<file path="src/rtl/mpx_ctrl_regs.sv">
`timescale 1ns/1ps
module mpx_ctrl_regs (
  input  logic       clk,
  input  logic       rst_n,
  input  logic       bus_mode,
  input  logic       cs_n,
  input  logic       ale_as,
  input  logic       strb_n,
  input  logic       dir,
  input  logic [7:0] ad_in,
  output logic [7:0] ad_out,
  output logic       ad_oe,
  input  logic       drv_fail_open,
  input  logic       selftest_ok,
  input  logic       es_ovf,
  input  logic       es_unf,
  output logic [2:0] line_eq_sel,
  output logic       unipolar_en,
  output logic       tx_all_ones,
  output logic [1:0] pattern_sel,
  output logic       irq_n
);

  localparam int NSRC = 4;
  localparam logic [5:0] SEL_CTL1 = 6'b010000;
  localparam logic [5:0] SEL_CTL2 = 6'b010001;
  localparam logic [5:0] SEL_ICR  = 6'b010011;
  localparam logic [5:0] SEL_TSR  = 6'b010100;
  localparam logic [5:0] SEL_PSR  = 6'b010101;

  logic [5:0]      sel_q;
  logic            wr_q;
  logic [3:0]      ctl1_q;
  logic [2:0]      ctl2_q;
  logic [NSRC-1:0] mask_q, trans_q, mask_nxt, ev, src_now, src_q;
  logic [7:0]      rdata;

  logic rd_act, wr_act, wr_pulse;
  logic wr_ctl1, wr_ctl2, wr_icr, soft_rst;

  assign rd_act   = !cs_n && !strb_n && (bus_mode ? dir : 1'b1);
  assign wr_act   = !cs_n && (bus_mode ? (!strb_n && !dir) : !dir);
  assign wr_pulse = wr_act && !wr_q;

  assign wr_ctl1  = wr_pulse && (sel_q == SEL_CTL1);
  assign wr_ctl2  = wr_pulse && (sel_q == SEL_CTL2);
  assign wr_icr   = wr_pulse && (sel_q == SEL_ICR);
  assign soft_rst = wr_ctl2 && ad_in[7];

  assign src_now  = {es_unf, es_ovf, drv_fail_open, selftest_ok};
  assign ev       = {src_now[3] & ~src_q[3], src_now[2] & ~src_q[2],
                     src_now[1] ^ src_q[1],  src_now[0] ^ src_q[0]};
  assign mask_nxt = wr_icr ? ad_in[7:4] : mask_q;

  always_ff @(posedge clk)
    src_q <= src_now;

  always_ff @(posedge clk or negedge rst_n) begin
    if (!rst_n) begin
      sel_q   <= '0;
      wr_q    <= 1'b0;
      ctl1_q  <= '0;
      ctl2_q  <= '0;
      mask_q  <= '0;
      trans_q <= '0;
    end else begin
      if (ale_as) sel_q <= ad_in[6:1];
      wr_q <= wr_act;
      if (soft_rst) begin
        ctl1_q  <= '0;
        ctl2_q  <= '0;
        mask_q  <= '0;
        trans_q <= '0;
      end else begin
        if (wr_ctl1) ctl1_q <= {ad_in[4], ad_in[2:0]};
        if (wr_ctl2) ctl2_q <= ad_in[6:4];
        mask_q  <= mask_nxt;
        trans_q <= (trans_q | ev) & ~mask_nxt;
      end
    end
  end

  always_comb begin
    case (sel_q)
      SEL_CTL1: rdata = {3'b000, ctl1_q[3], 1'b0, ctl1_q[2:0]};
      SEL_CTL2: rdata = {1'b0, ctl2_q, 4'b0000};
      SEL_ICR:  rdata = {mask_q, 4'b0000};
      SEL_TSR:  rdata = {trans_q, 4'b0000};
      SEL_PSR:  rdata = {1'b0, selftest_ok, drv_fail_open, 5'b00000};
      default:  rdata = 8'h00;
    endcase
  end

  assign ad_oe       = rd_act;
  assign ad_out      = rd_act ? rdata : 8'h00;
  assign line_eq_sel = ctl1_q[2:0];
  assign unipolar_en = ctl1_q[3];
  assign tx_all_ones = ctl2_q[0];
  assign pattern_sel = ctl2_q[2:1];
  assign irq_n       = ~|trans_q;

  // a write to the first control register shows on the pins next cycle
  p_ctl1_load_r4: assert property (@(posedge clk) disable iff (!rst_n)
    wr_ctl1 |=> (line_eq_sel == $past(ad_in[2:0])) && (unipolar_en == $past(ad_in[4])));

  p_reserved_zero_r4: assert property (@(posedge clk) disable iff (!rst_n)
    (ad_oe && sel_q == SEL_CTL1) |-> !ad_out[3]);

  p_latched_irq_r7: assert property (@(posedge clk) disable iff (!rst_n)
    (!irq_n && !wr_pulse) |=> !irq_n);

  p_event_irq_r7: assert property (@(posedge clk) disable iff (!rst_n)
    ((|(ev & ~mask_q)) && !wr_pulse) |=> !irq_n);

  p_mask_clear_r8: assert property (@(posedge clk) disable iff (!rst_n)
    (wr_icr && ad_in[5]) |=> !trans_q[1]);

  p_unmapped_write_r9: assert property (@(posedge clk) disable iff (!rst_n)
    (wr_pulse && sel_q != SEL_CTL1 && sel_q != SEL_CTL2 && sel_q != SEL_ICR)
      |=> ($stable(ctl1_q) && $stable(ctl2_q) && $stable(mask_q)));

  p_soft_reset_r10: assert property (@(posedge clk) disable iff (!rst_n)
    soft_rst |=> (ctl1_q == '0 && ctl2_q == '0 && mask_q == '0 && irq_n));

endmodule

</file>
<file path="config.mk">
export PLATFORM = sky130hd
export DESIGN_NAME = mpx_ctrl_regs
export DESIGN_NICKNAME = d
export VERILOG_FILES = /design/src/rtl/mpx_ctrl_regs.sv
export SDC_FILE = /design/constraint.sdc
export NUM_CORES = 1
export LEC_CHECK = 0
export ABC_AREA = 1
export BUFFER_PORTS_ARGS = -buffer_cell sky130_fd_sc_hd__buf_2
export CAP_MARGIN = 20
export CORE_ASPECT_RATIO = 1.25
export CORE_UTILIZATION = 45
export DETAILED_ROUTE_END_ITERATION = 8
export HOLD_SLACK_MARGIN = 0.12
export PLACE_DENSITY = 0.7
export SLEW_MARGIN = 15
export SYNTH_ARGS = -nofsm -noshare
export SYNTH_HDL_FRONTEND = slang
export SYNTH_SLANG_ARGS = --single-unit
</file>
<file path="constraint.sdc">
create_clock -name clk -period 3.6 [get_ports clk]
set_input_delay 1.08 -clock clk [delete_from_list [all_inputs] [get_ports clk]]
set_output_delay 1.08 -clock clk [all_outputs]
set_load 0.1 [all_outputs]
</file>
==> impl_metrics.ini, run 1 <==
[power_and_ir_drop]
max-vdd-ir-drop_mv = 0.231
power_density_nw_per_um2 = 425
p_leak_uw = 0.000899

[sta]
finalCriticalPeriod_ps = 3190
rsz0062_at_grt = false
maxSlewViolCount = 0
max_freq_ghz = 0.313
hold_viol_final = 0
worst_pin_slew_ps = 510
clock_skew_ps = 6.39
final_min_period_over_clock_period = 0.887
maxSlewHeadroom = 0.660
setup_viol = 0

[die]
die_width_um = 51.2
dieArea_um2 = 3240
coreArea_um2 = 2790
pin_count = 36
die_h_um = 63.4
row_count = 21
initial_core_util = 0.488

[routing]
post-route-drc-count = 0
drt.antenna.violating_nets = 0
drt-initial-drc-count = 32
vias = 1238
routed_wl_mm = 3.09
vias_per_cell = 5.18
wl_per_cell_um = 12.9
drt_pass1_iterations = 6

[clock_network]
numCtsBuffers = 3
htreeDepth = 1
cts_setup_buffers = 0
cts_hold_buf = 0
ctsResizeCount = 0
root_buffer = clkbuf_4
cts.sinks = 26
ctsLongestPathBuffers = 2
cts_tree = yes
clkTransAtPathRegs_ps = 150
clkLatencyLatePin_ps = 320

[yosys]
synth_top_area_frac = 0.405
syn_area_per_cell_um2 = 7.99
yosysTopAreaCell = dfrtp_1
synth.net_count = 189
yosys_register_bits = 26
synth_area_um2 = 1360
ys_types = 21
synth_cells = 170
synth_area_leaders = dfrtp_1, nand2_1, nand3_1
yosysWarnings = 0
ys_seq_area_frac = 0.464

[global_route]
grt_use_total = 0.212
grt_pass1_wl_mm = 5.28
grt_max_degree = 23
grt-ovfl-total = 0
antenna_found_initial = 0
grt_pass1_vias = 1173

[run]
drv_cap = 0

[critical_path]
r2r_setup_slack_ps = 2220
path_class = register to output port
crit-reg2reg-launch = sel_q[2]$_DFFE_PN0P_
worst-endpoint-required_ps = 2520
reg2reg_depth = 6
start_kind = register
cp_data_arrival_time_ps = 2110
r2r_end = mask_q[2]$_DFF_PN0_
worstSetupEndpointType = output port
worstPathMaxFanout = 5
endpoint = ad_out[6]
setup.worst_path.start = sel_q[5]$_DFFE_PN0P_

[finish]
final_cells = 239
final_common_cell = nand2_1
diodes = 0
layout-drive-gt1-share = 0.283
area_delta_synth_final_pct = 23.8
final_cell_mix = nand2_1, buf_2, dfrtp_1
postLayoutCellArea_um2 = 1680
finish.net_count = 225

[place]
dp.cells = 235
gp_congestion = 0.873
placed_area_um2 = 1630
dp_hpwl_mm = 2.44
port_buffers = 34

[hold_path]
hp-class = register to register

[outcome]
status = complete, no violations
-- worst min path at each step --
stage                      from                   end  slack [ps]  cells past startpoint
2_1_floorplan  src_q[3]$_DFF_P_  trans_q[3]$_DFF_PN0_         470                      3
3_3_place_gp   src_q[2]$_DFF_P_  trans_q[2]$_DFF_PN0_         500                      3
3_5_place_dp   src_q[3]$_DFF_P_  trans_q[3]$_DFF_PN0_         500                      3
4_1_cts        src_q[3]$_DFF_P_  trans_q[3]$_DFF_PN0_         530                      3
5_1_grt        src_q[3]$_DFF_P_  trans_q[3]$_DFF_PN0_         560                      3
6_report       src_q[3]$_DFF_P_  trans_q[3]$_DFF_PN0_         530                      3
-- final cells by class --
cell class	count	area [µm²]
Clock buffer	3	22.5
Tap cell	34	42.5
Inverter	15	60.1
Multi-Input combinational cell	126	682
Clock inverter	1	30.0
Sequential cell	26	631
Fill cell	257	1100
Timing Repair Buffer	34	215
-- cells by family after synthesis --
| kind of cell | count (synthesis) | synth area share |
|---|---|---|
| AOI/OAI and AO/OA | 23 | 0.0884 |
| buffers and inverters | 18 | 0.0580 |
| DFF | 26 | 0.464 |
| muxes | 1 | 0.00829 |
| other | 1 | 0.00276 |
| and+or+nand+nor | 101 | 0.378 |
-- critical path, stage by stage (launching register included) --
cell and delay (ps):
dfrtp_1 400, inv_1 100, nand2_4 110, nor2_1 350, nand3_1 170, nand2_1 100
nor2_1 50, nor2_1 70, buf_2 430
-- cells in the mapped netlist --
cell,count
o21ai_0,7
mux2_2,1
buf_4,1
o21bai_1,2
nor2_8,2
o21ai_1,3
nor2_4,4
dfrtp_1,22
clkbuf_1,1
inv_1,15
nand2_2,3
nand4_1,4
dfxtp_1,4
buf_6,1
nand2_1,44
conb_1,1
nor2_1,21
nor4_1,1
nand3_1,18
nand2_4,4
a21oi_1,11
-- sequential cells by signal, indices dropped and copies added, names as in the netlist --
| signal | cells |
|---|---|
| ctl2_q | 3 |
| trans_q | 4 |
| sel_q | 6 |
| wr_q | 1 |
| ctl1_q | 4 |
| mask_q | 4 |
| src_q | 4 |
-- report_power, final --
part | switching [µW] | internal (µW)
sequential | 23.6 | 320
clock | 87.9 | 113
combinational | 133 | 38.9
total | 244 | 472
-- metal layers --
| metal | wire length, µm | track usage | vias up |
|---|---|---|---|
| li1 | - | - | 616 |
| met1 | 1340 | 0.277 | 581 |
| met2 | 1580 | 0.357 | 35 |
| met3 | 138 | 0.0314 | 6 |
| met4 | 40 | 0.0590 | 0 |
| met5 | 0 | 0 | - |
-- metrics by stage --
stage	utilization	hold slack (ps)	setup TNS, ps	total power, µW	setup slack [ps]
after CTS	0.604	529	0	723	423
after detailed placement	0.585	505	0	522	470
after global placement	0.585	499	0	517	474
after global routing	0.604	560	0	749	284
after floorplan	-	475	-258	478	-86.1
final	0.604	526	0	716	406
Note: power is estimated with default switching activity, not from simulation.
==> inputs of run 2 (changes only) <==
CORE_UTILIZATION = 55   (was 45)
PLACE_DENSITY = 0.83   (was 0.7)
==> impl_metrics.ini, run 2 (synthesis gave the netlist of run 1 again) <==
[global_route]
grt_pass1_wl_mm = 5.33
grt_pass1_vias = 1290
grt_max_degree = 23
grt_use_total = 0.269
grt-ovfl-total = 0
antenna_found_initial = 0

[finish]
regMostFlops = sel_q
fin_util = 0.736
area_delta_synth_final_pct = 22.4
postLayoutCellArea_um2 = 1660
fillCellCount = 189
largest_reg_flops = 6
final_common_cell = nand2_1
diodes = 0
final_cell_mix = nand2_1, buf_2, dfrtp_1
layout-drive-gt1-share = 0.283
finish.net_count = 225

[sta]
final_min_period_over_clock_period = 0.879
maxSlewViolCount = 0
maxSlewHeadroom = 0.665
clock_skew_ps = 2.71
finalCriticalPeriod_ps = 3160
holdWs_ps = 514
rsz0062_at_grt = false
layout_setup_ws_ps = 437
max_freq_ghz = 0.316
setup_viol = 0
fin_tns_setup_ps = 0
worst_pin_slew_ps = 503
hold_viol_final = 0

[routing]
wl_per_cell_um = 13.1
vias_per_cell = 5.32
post-route-drc-count = 0
drt_pass1_iterations = 4
vias = 1255
routed_wl_mm = 3.10
drt.antenna.violating_nets = 0
drt-initial-drc-count = 37

[die]
die_width_um = 46.5
dieArea_um2 = 2670
initial_core_util = 0.602
pin_count = 36
die_h_um = 57.6
coreArea_um2 = 2260
row_count = 19

[power_and_ir_drop]
intPower_uw = 421
pwr-share-seq = 0.514
power_density_nw_per_um2 = 403
clockPowerShare = 0.230
swShare = 0.372
max-vdd-ir-drop_mv = 0.337
comb_power_share = 0.255
p_sw_uw = 250
p_leak_uw = 0.000892

[clock_network]
clkTransAtPathRegs_ps = 150
ctsLongestPathBuffers = 2
clkLatencyLatePin_ps = 330
cts_hold_buf = 0
htreeDepth = 1
root_buffer = clkbuf_4
cts_tree = yes
cts.sinks = 26
numCtsBuffers = 3
ctsResizeCount = 0
cts_setup_buffers = 0

[critical_path]
path_class = register to output port
cp_data_arrival_time_ps = 2080
start_kind = register
worstPathMaxFanout = 5
worst-endpoint-required_ps = 2520
worstSetupEndpointType = output port

[place]
port_buffers = 34
dpl_worst_slack_ps = 436
placed_area_um2 = 1630
gp_congestion = 0.869
dp_hpwl_mm = 2.48

[hold_path]
hp-class = register to register

[outcome]
status = complete, no violations

[run]
drv_cap = 0
## run 2: changes by cell type in the layout (fill, tap and decap cells not counted)
cell       change
bufinv_16      -1
clkbuf_8       +1
## run 2: worst max-delay path, stage by stage (launching register included)
cell and delay, ps:
dfrtp_1 400, inv_1 100, nand2_4 110, nor2_1 320, nand3_1 140, nand2_1 100
nor2_1 50, nor2_1 90, buf_2 440
## run 2: area by class of cell
type	count	area, µm²	share of cell area
Tap cell	31	38.8	0.0233
Timing Repair Buffer	34	215	0.129
Clock buffer	4	36.3	0.0218
Sequential cell	26	631	0.379
Multi-Input combinational cell	126	682	0.410
Inverter	15	60.1	0.0361
## run 2: through the flow
step	power (µW)	std cells
5_1_grt	694	236
2_1_floorplan	478	170
4_1_cts	672	236
6_report	671	236
3_3_place_gp	515	232
3_5_place_dp	522	232
## run 2: final timing paths
kind / depth (start not counted) / endpoint / start / slack, ps
max: 8 / ad_out[6] / sel_q[5]$_DFFE_PN0P_ / 440
min: 3 / trans_q[2]$_DFF_PN0_ / src_q[2]$_DFF_P_ / 510
max reg2reg: 6 / trans_q[0]$_DFF_PN0_ / sel_q[2]$_DFFE_PN0P_ / 2220
min reg2reg: 3 / trans_q[2]$_DFF_PN0_ / src_q[2]$_DFF_P_ / 510
max in group asynchronous: 1 / ctl1_q[0]$_DFFE_PN0P_ / rst_n / 2580
min in group asynchronous: 1 / trans_q[1]$_DFF_PN0_ / rst_n / 690
## run 2: power groups by stage
stage               Sequential, µW  Clock (µW)  Combinational (µW)
floorplan                      401           0                77.5
global placement               349           0                 166
detailed placement             351           0                 172
CTS                            345         155                 172
global route                   348         161                 185
finish                         345         155                 171
## run 2: metal layers
| layer | GRT usage | part of all wire | up-vias | wire [µm] |
|---|---|---|---|---|
| met5 | 0 | 0 | - | 0 |
| met4 | 0.105 | 0.016 | 0 | 49 |
| met3 | 0.0316 | 0.031 | 6 | 95 |
| met2 | 0.460 | 0.54 | 31 | 1680 |
| met1 | 0.331 | 0.41 | 601 | 1270 |
| li1 | - | - | 617 | - |
==> inputs of run 3 (changes only) <==
REMOVE_ABC_BUFFERS = 1   (was unset)
==> impl_metrics.ini, run 3 (synthesis gave the netlist of run 1 again) <==
[finish]
finish.net_count = 225
regMostFlops = sel_q
diodes = 0
area_delta_synth_final_pct = 16.4
layout-drive-gt1-share = 0.254
fillCellCount = 206
final_cell_mix = nand2_1, buf_2, dfrtp_1
largest_reg_flops = 6
final_common_cell = nand2_1

[critical_path]
r2r_end = trans_q[0]$_DFF_PN0_
worstPathMaxFanout = 5
r2r_setup_slack_ps = 2210
path_class = input pin to output port
cp_data_arrival_time_ps = 2200
worst-endpoint-required_ps = 2520
crit-reg2reg-launch = sel_q[2]$_DFFE_PN0P_
start_kind = input pin
worstSetupEndpointType = output port
reg2reg_depth = 6

[die]
row_count = 19
initial_core_util = 0.602
pin_count = 36
coreArea_um2 = 2260
dieArea_um2 = 2670
die_h_um = 57.6
die_width_um = 46.5

[hold_path]
hold_depth = 3
hp-class = register to register
worstHoldStart = src_q[3]$_DFF_P_
min_to = trans_q[3]$_DFF_PN0_

[routing]
drt-initial-drc-count = 36
drt_pass1_iterations = 6
vias_per_cell = 5.20
wl_per_cell_um = 12.7
post-route-drc-count = 0
vias = 1227
routed_wl_mm = 3.00
drt.antenna.violating_nets = 0

[place]
port_buffers = 34
gp_congestion = 0.927
dp_hpwl_mm = 2.29

[global_route]
grt_pass1_wl_mm = 4.90
grt_use_total = 0.255
grt_pass1_vias = 1191
grt_max_degree = 23
grt-ovfl-total = 0
antenna_found_initial = 0

[sta]
clock_skew_ps = 1.95
setup_viol = 0
hold_viol_final = 0
rsz0062_at_grt = false
holdWs_ps = 516
finalCriticalPeriod_ps = 3280
max_freq_ghz = 0.305
final_min_period_over_clock_period = 0.910
maxSlewViolCount = 0

[run]
drv_cap = 0

[clock_network]
clkLatencyLatePin_ps = 320
ctsLongestPathBuffers = 2
ctsResizeCount = 0
cts_tree = yes
cts_hold_buf = 0
clkTransAtPathRegs_ps = 140
numCtsBuffers = 3
root_buffer = clkbuf_4
cts_setup_buffers = 0
cts.sinks = 26
htreeDepth = 1

[power_and_ir_drop]
p_leak_uw = 0.000893
max-vdd-ir-drop_mv = 0.319
finalPower_uw = 661
power_density_nw_per_um2 = 418

[outcome]
status = complete, no violations
==> run 3: cell count changes in the layout (fill, tap and decap cells not counted) <==
cell / delta
inv_1: +1
nor4_1: +1
nor2_1: +3
a21oi_1: +1
a21oi_2: -1
buf_2: +3
clkinvlp_4: -1
buf_12: -3
nor4_2: -1
nor2_4: -3
==> run 3: cell type report <==
cell class	count	area (µm²)	share of cell area
multi-input combinational	126	649	0.411
tap	31	38.8	0.0245
inverter	15	56.3	0.0356
timing repair buffer	34	170	0.108
clock buffer	4	36.3	0.0229
sequential	26	631	0.399
==> run 3: worst max-delay path by stage <==
| stage | startpoint | end | slack, ps | depth (start not counted) |
|---|---|---|---|---|
| 3_5_place_dp | cs_n | ad_out[1] | 330 | 7 |
| 6_report | cs_n | ad_out[1] | 320 | 7 |
| 3_3_place_gp | cs_n | ad_out[1] | 420 | 7 |
| 2_1_floorplan | trans_q[2]$_DFF_PN0_ | irq_n | -810 | 1 |
| 4_1_cts | cs_n | ad_out[1] | 320 | 7 |
| 5_1_grt | cs_n | ad_out[1] | 230 | 7 |
==> run 3: power breakdown <==
part | internal (µW) | total [µW] | switching [µW]
combinational | 38.5 | 168 | 130
sequential | 320 | 344 | 24.1
clock | 61.9 | 149 | 87.0
total | 421 | 661 | 241
==> run 3: metal layers <==
| metal | up-vias | share of wire | global-route usage |
|---|---|---|---|
| li1 | 617 | - | - |
| met1 | 566 | 0.41 | 0.291 |
| met2 | 39 | 0.54 | 0.458 |
| met3 | 5 | 0.035 | 0.0348 |
| met4 | 0 | 0.013 | 0.0882 |
| met5 | - | 0 | 0 |
==> run 3: critical path, cell delays in order <==
cell,delay (ps)
buf_2,100
nor2_1,100
nand2_1,130
inv_1,150
nand2_1,70
nor2_1,110
buf_2,440
==> run 3: stage by stage <==
step	instances	TNS [ps]	setup WS [ps]	utilization	area (µm²)
after detailed placement	232	0	332	0.684	1550
after global routing	236	0	227	0.700	1580
after floorplan	167	-3500	-805	-	1340
final	236	0	325	0.700	1580
after global placement	232	0	420	0.684	1550
after CTS	236	0	321	0.700	1580
